<file path="src/rtl/dram_spacing_guard.sv">
module dram_spacing_guard #(
  parameter int NUM_RANKS = 2,
  parameter int NUM_BANKS = 4,
  localparam int RANK_W = (NUM_RANKS > 1) ? $clog2(NUM_RANKS) : 1,
  localparam int BANK_W = (NUM_BANKS > 1) ? $clog2(NUM_BANKS) : 1
) (
  input  logic              clk,
  input  logic              rst_n,
  input  logic              reg_we,
  input  logic              reg_sel,
  input  logic [23:0]       reg_wdata,
  output logic [23:0]       reg_rdata,
  input  logic [1:0]        cand_cmd,
  input  logic [RANK_W-1:0] cand_rank,
  input  logic [BANK_W-1:0] cand_bank,
  input  logic              issue_en,
  output logic              cand_ok,
  output logic              violation
);
  localparam int AGE_W = 5;
  localparam logic [AGE_W-1:0] AGE_MAX = '1;
  localparam int NUM_RB = NUM_RANKS * NUM_BANKS;
  localparam logic [1:0] CMD_ACT = 2'b01, CMD_RD = 2'b10, CMD_WR = 2'b11;

  logic [15:0] wcfg;
  logic [20:0] rcfg;

  always_ff @(posedge clk) begin
    if (!rst_n) begin
      wcfg <= '0;
      rcfg <= '0;
    end else if (reg_we) begin
      if (reg_sel) rcfg <= reg_wdata[20:0];
      else         wcfg <= reg_wdata[15:0];
    end
  end

  assign reg_rdata = reg_sel ? {3'b000, rcfg} : {8'h00, wcfg};

  logic [AGE_W-1:0] lim_act_wr, lim_ww_same, lim_ww_diff, lim_rd_wr;
  logic [AGE_W-1:0] lim_act_rd, lim_wr_same, lim_wr_diff, lim_rr_same, lim_rr_diff;

  assign lim_act_wr  = {1'b0, wcfg[15:12]};
  assign lim_ww_same = {1'b0, wcfg[11:8]};
  assign lim_ww_diff = {1'b0, wcfg[7:4]};
  assign lim_rd_wr   = {1'b0, wcfg[3:0]};
  assign lim_act_rd  = {1'b0, rcfg[20:17]};
  assign lim_wr_same = rcfg[16:12];
  assign lim_wr_diff = {1'b0, rcfg[11:8]};
  assign lim_rr_same = {1'b0, rcfg[7:4]};
  assign lim_rr_diff = {1'b0, rcfg[3:0]};

  logic [AGE_W-1:0] act_age [NUM_RB];
  logic [AGE_W-1:0] wr_age  [NUM_RANKS];
  logic [AGE_W-1:0] rd_age  [NUM_RANKS];

  for (genvar g = 0; g < NUM_RB; g++) begin : g_rb
    wire hit = issue_en && cand_cmd == CMD_ACT &&
               int'(cand_rank) == g / NUM_BANKS && int'(cand_bank) == g % NUM_BANKS;
    always_ff @(posedge clk) begin
      if (!rst_n)                  act_age[g] <= AGE_MAX;
      else if (hit)                act_age[g] <= AGE_W'(1);
      else if (act_age[g] != AGE_MAX) act_age[g] <= act_age[g] + AGE_W'(1);
    end
  end

  for (genvar r = 0; r < NUM_RANKS; r++) begin : g_rank
    wire own = int'(cand_rank) == r;
    always_ff @(posedge clk) begin
      if (!rst_n)                          wr_age[r] <= AGE_MAX;
      else if (issue_en && own && cand_cmd == CMD_WR) wr_age[r] <= AGE_W'(1);
      else if (wr_age[r] != AGE_MAX)       wr_age[r] <= wr_age[r] + AGE_W'(1);
    end
    always_ff @(posedge clk) begin
      if (!rst_n)                          rd_age[r] <= AGE_MAX;
      else if (issue_en && own && cand_cmd == CMD_RD) rd_age[r] <= AGE_W'(1);
      else if (rd_age[r] != AGE_MAX)       rd_age[r] <= rd_age[r] + AGE_W'(1);
    end
  end

  logic rd_ok, wr_ok;
  logic [AGE_W-1:0] bank_age;

  always_comb begin
    bank_age = AGE_MAX;
    for (int i = 0; i < NUM_RB; i++)
      if (int'(cand_rank) == i / NUM_BANKS && int'(cand_bank) == i % NUM_BANKS)
        bank_age = act_age[i];
    rd_ok = bank_age >= lim_act_rd;
    wr_ok = bank_age >= lim_act_wr;
    for (int r = 0; r < NUM_RANKS; r++) begin
      if (int'(cand_rank) == r) begin
        if (wr_age[r] < lim_ww_same) wr_ok = 1'b0;
        if (wr_age[r] < lim_wr_same) rd_ok = 1'b0;
        if (rd_age[r] < lim_rr_same) rd_ok = 1'b0;
      end else begin
        if (wr_age[r] < lim_ww_diff) wr_ok = 1'b0;
        if (wr_age[r] < lim_wr_diff) rd_ok = 1'b0;
        if (rd_age[r] < lim_rr_diff) rd_ok = 1'b0;
      end
      if (rd_age[r] < lim_rd_wr) wr_ok = 1'b0;
    end
  end

  assign cand_ok = (cand_cmd == CMD_RD) ? rd_ok :
                   (cand_cmd == CMD_WR) ? wr_ok : 1'b1;

  always_ff @(posedge clk) begin
    if (!rst_n) violation <= 1'b0;
    else if (issue_en && cand_cmd[1] && !cand_ok) violation <= 1'b1;
  end
endmodule


</file>
<file path="config.mk">
export PLATFORM = sky130hd
export DESIGN_NAME = dram_spacing_guard
export DESIGN_NICKNAME = d
export VERILOG_FILES = /design/src/rtl/dram_spacing_guard.sv
export SDC_FILE = /design/constraint.sdc
export NUM_CORES = 1
export LEC_CHECK = 0
export CELL_PAD_IN_SITES_DETAIL_PLACEMENT = 1
export CELL_PAD_IN_SITES_GLOBAL_PLACEMENT = 1
export CORE_ASPECT_RATIO = 0.6
export CORE_MARGIN = 2
export CORE_UTILIZATION = 41
export CTS_CLUSTER_DIAMETER = 80
export CTS_CLUSTER_SIZE = 8
export DETAILED_ROUTE_END_ITERATION = 10
export PLACE_DENSITY_LB_ADDON = 0.15
export SYNTH_ARGS = -nofsm -noshare
export SYNTH_HDL_FRONTEND = slang
export SYNTH_SLANG_ARGS = --single-unit
</file>
<file path="constraint.sdc">
create_clock -name clk -period 5.05 [get_ports clk]
set_clock_uncertainty 0.1 [all_clocks]
set_input_delay 1.2625 -clock clk [delete_from_list [all_inputs] [get_ports clk]]
set_output_delay 1.2625 -clock clk [all_outputs]
set_load 0.1 [all_outputs]
</file>
==> impl_metrics.csv <==
group,metric,value,unit
power,irDropWorstVdd,0.253,mV
global_routing,grt_pass1_vias,5677,
cells_and_area,fin_util,51.9,%
worst_hold_path,hp-start,"wcfg[0]",
drt,drt_iter0_drc,391,
timing,report.final.hold_viol_count,0,
synthesis,synth-seq-area-share,39.6,%
global_routing,grt_max_degree,64,
timing,fin_crit,5010,ps
drt,drc,0,
clocking,cts_root_buf,"clkbuf_16",
synthesis,synth_cells,698,
placed_design,gp_congestion,0.866,
drt,wl_per_cell,20.7,µm
cells_and_area,syn_to_final_growth,23.3,%
floorplanning,core,15400,µm²
drt,ant_nets,0,
floorplanning,die_h,101,µm
global_routing,track_usage,23.9,%
drt,first_pass_iters,5,
worst_setup_path,critPathRequiredTime,3690,ps
timing,holdWs,368,ps
clocking,insertion_delay,360,ps
status,status,"completed",
floorplanning,ios,60,
timing,fin_ws,35.4,ps
clocking,holdBufCountCts,0,
timing,setup_tns,0,ps
clocking,clockBufferDepth,2,
worst_setup_path,critPathLaunchType,"input port",
synthesis,syn_area_per_cell,9.26,µm²
timing,fmax,0.199,GHz
power,power_leakage,2.96,nW
placed_design,hpwl,14800,µm
timing,min_period_over_period,99.3,%
clocking,cts_sinks,98,
floorplanning,initial_core_util,42.1,%
synthesis,synth-async-reset-ratio,0,%
timing,finalMaxSlewViolations,0,
worst_setup_path,worstSetupEndpointType,"primary output",
clocking,cts_tree,"built",
global_routing,met1_usage,35.5,%
worst_setup_path,path_class,"in2out",
synthesis,ys_warn_count,0,
synthesis,ys.flop_type,"edfxtp_1",
cells_and_area,final_nets,863,
cells_and_area,drive_gt1_share,11.9,%
drt,vias,5464,
placed_design,numPortBuffers,53,
timing,finalSetupViolations,0,
worst_setup_path,timing.rr.start,"act_age[1][1]",
floorplanning,die_w,166,µm
global_routing,grtUsageMet3,3.52,%
cells_and_area,diodes,0,
worst_setup_path,critPathLaunch,"cand_bank[0]",
global_routing,antenna_found_initial,0,
worst_hold_path,hp-class,"reg2reg",
floorplanning,die_area,16800,µm²
synthesis,synth_cell_type_count,47,
synthesis,synth_seq_cells,98,
clocking,cts_buffers,9,
clocking,clkSlewWorstSetupHoldPaths,70,ps
synthesis,syn-cell-area,6460,µm²
global_routing,grt_util_met2,37.1,%
floorplanning,rows,35,
timing,relSlewSlack,29.1,%
timing,tightest_slew,1060,ps
synthesis,synth_enable_flop_cells,60,
power,powerDensity,559,nW/µm²
worst_setup_path,cp.arrival,3650,ps
drt,wl,19800,µm
run,cap_violations,0,
clocking,htreeDepth,3,
global_routing,grt_busiest_layer,"met2",
worst_setup_path,cp_max_fo,5,
drt,via_per_inst,5.69,
placed_design,preCtsSetupSlack,-580,ps
global_routing,grt-ovfl-total,0,
global_routing,grt_pass1_wl,31200,µm
what timing repair did:
item | CTS | global route
resized for setup | 18 | 14
buffers inserted | 5 | 0
cloned | 2 | 0
endpoints found under the setup margin | 1 | 1
pin swaps | 4 | 4
endpoints found under the hold margin | 0 | 0
critical path, stage by stage:
cell     delay [ps]
buf_8            90
buf_12          120
mux4_2          510
mux2_4          320
buf_6           130
ha_4            250
o21ai_2          60
a21oi_2         160
nor2_2           50
a221o_1         390
nand3_4         120
buf_12          180
state kept, by name (all words and copies together), names as in the netlist:
signal     cells
rd_age        10
rcfg          21
act_age       40
violation      1
wcfg          16
wr_age        10
per-stage QoR:
stage | std cells | power [W] | area [µm²]
after floorplan | 700 | 0.00286 | 6480
after global placement | 938 | 0.00337 | 7470
after detailed placement | 938 | 0.00355 | 7470
after CTS | 961 | 0.00439 | 7900
after global routing | 961 | 0.00478 | 7970
final | 961 | 0.00446 | 7970
cell usage after synthesis (2+ instances only):
cell type	instances	area, µm²
a21oi_1	9	45.0
xor2_1	12	105
mux4_2	9	203
or4_1	3	22.5
and2_1	7	43.8
nand2b_1	13	81.3
xnor2_1	12	105
nand2_1	115	432
o21ai_0	73	365
edfxtp_1	60	1800
nor2b_1	3	18.8
nor2_1	57	214
nand4_1	3	18.8
buf_4	4	30.0
and3_1	13	81.3
mux2_2	5	56.3
a21o_1	18	135
nand3_1	26	130
a21boi_0	37	278
a31oi_1	2	12.5
dfxtp_1	38	761
o31ai_1	2	15.0
nand4b_1	9	78.8
a211oi_1	6	45.0
clkbuf_1	26	97.6
ha_1	76	951
nor3_1	6	30.0
nor4_1	2	12.5
inv_1	34	128
layout by cell type (no fill, tap or decap), types with 4 or more instances in the layout:
master,n
a21o_1,18
xnor2_1,12
nand3_1,25
a211oi_1,5
nor3_1,6
nor2_1,56
nand2b_1,13
buf_4,17
clkbuf_16,9
edfxtp_1,60
and2_1,7
dfxtp_1,38
a21oi_1,8
nand2_1,115
o21ai_2,4
nand4b_1,9
and3_1,13
a21boi_0,37
mux4_2,10
buf_12,24
ha_1,73
clkdlybuf4s50_1,27
o21ai_1,5
inv_1,34
o21ai_0,65
xor2_1,12
cell families after synthesis:
kind of cell,count (synthesis),synth area share [%]
AOI/OAI and AO/OA,155,15.0
and+or+nand+nor,260,18.3
adders and majority gates,76,14.7
muxes,17,4.78
buffers and inverters,67,4.26
other,1,0.0580
xor gates and xnor gates,24,3.25
DFF,98,39.6
layout make-up:
class	count	area, µm²
inverter	34	128
clock buffer	10	229
timing repair buffer	75	987
fill	1735	7400
clock inverter	6	88.8
tap	203	254
sequential	98	2560
multi-input combinational	535	3720
power breakdown:
part | internal (W) | switching, W
logic | 0.000942 | 0.00108
clock network | 0.000437 | 0.000328
registers | 0.00125 | 0.000422
final timing paths:
path,end,slack (ps),cells past startpoint
setup / recovery,cand_ok,40,12
hold / removal,wcfg[0],370,2
setup reg to reg,violation,2110,10
hold reg to reg,wcfg[0],370,2
routing by layer:
metal	vias to the layer above	routed length, µm
li1	2593	-
met1	2725	9970
met2	125	8700
met3	21	879
met4	0	296
met5	-	0
Power figures use the tool's default switching activity.
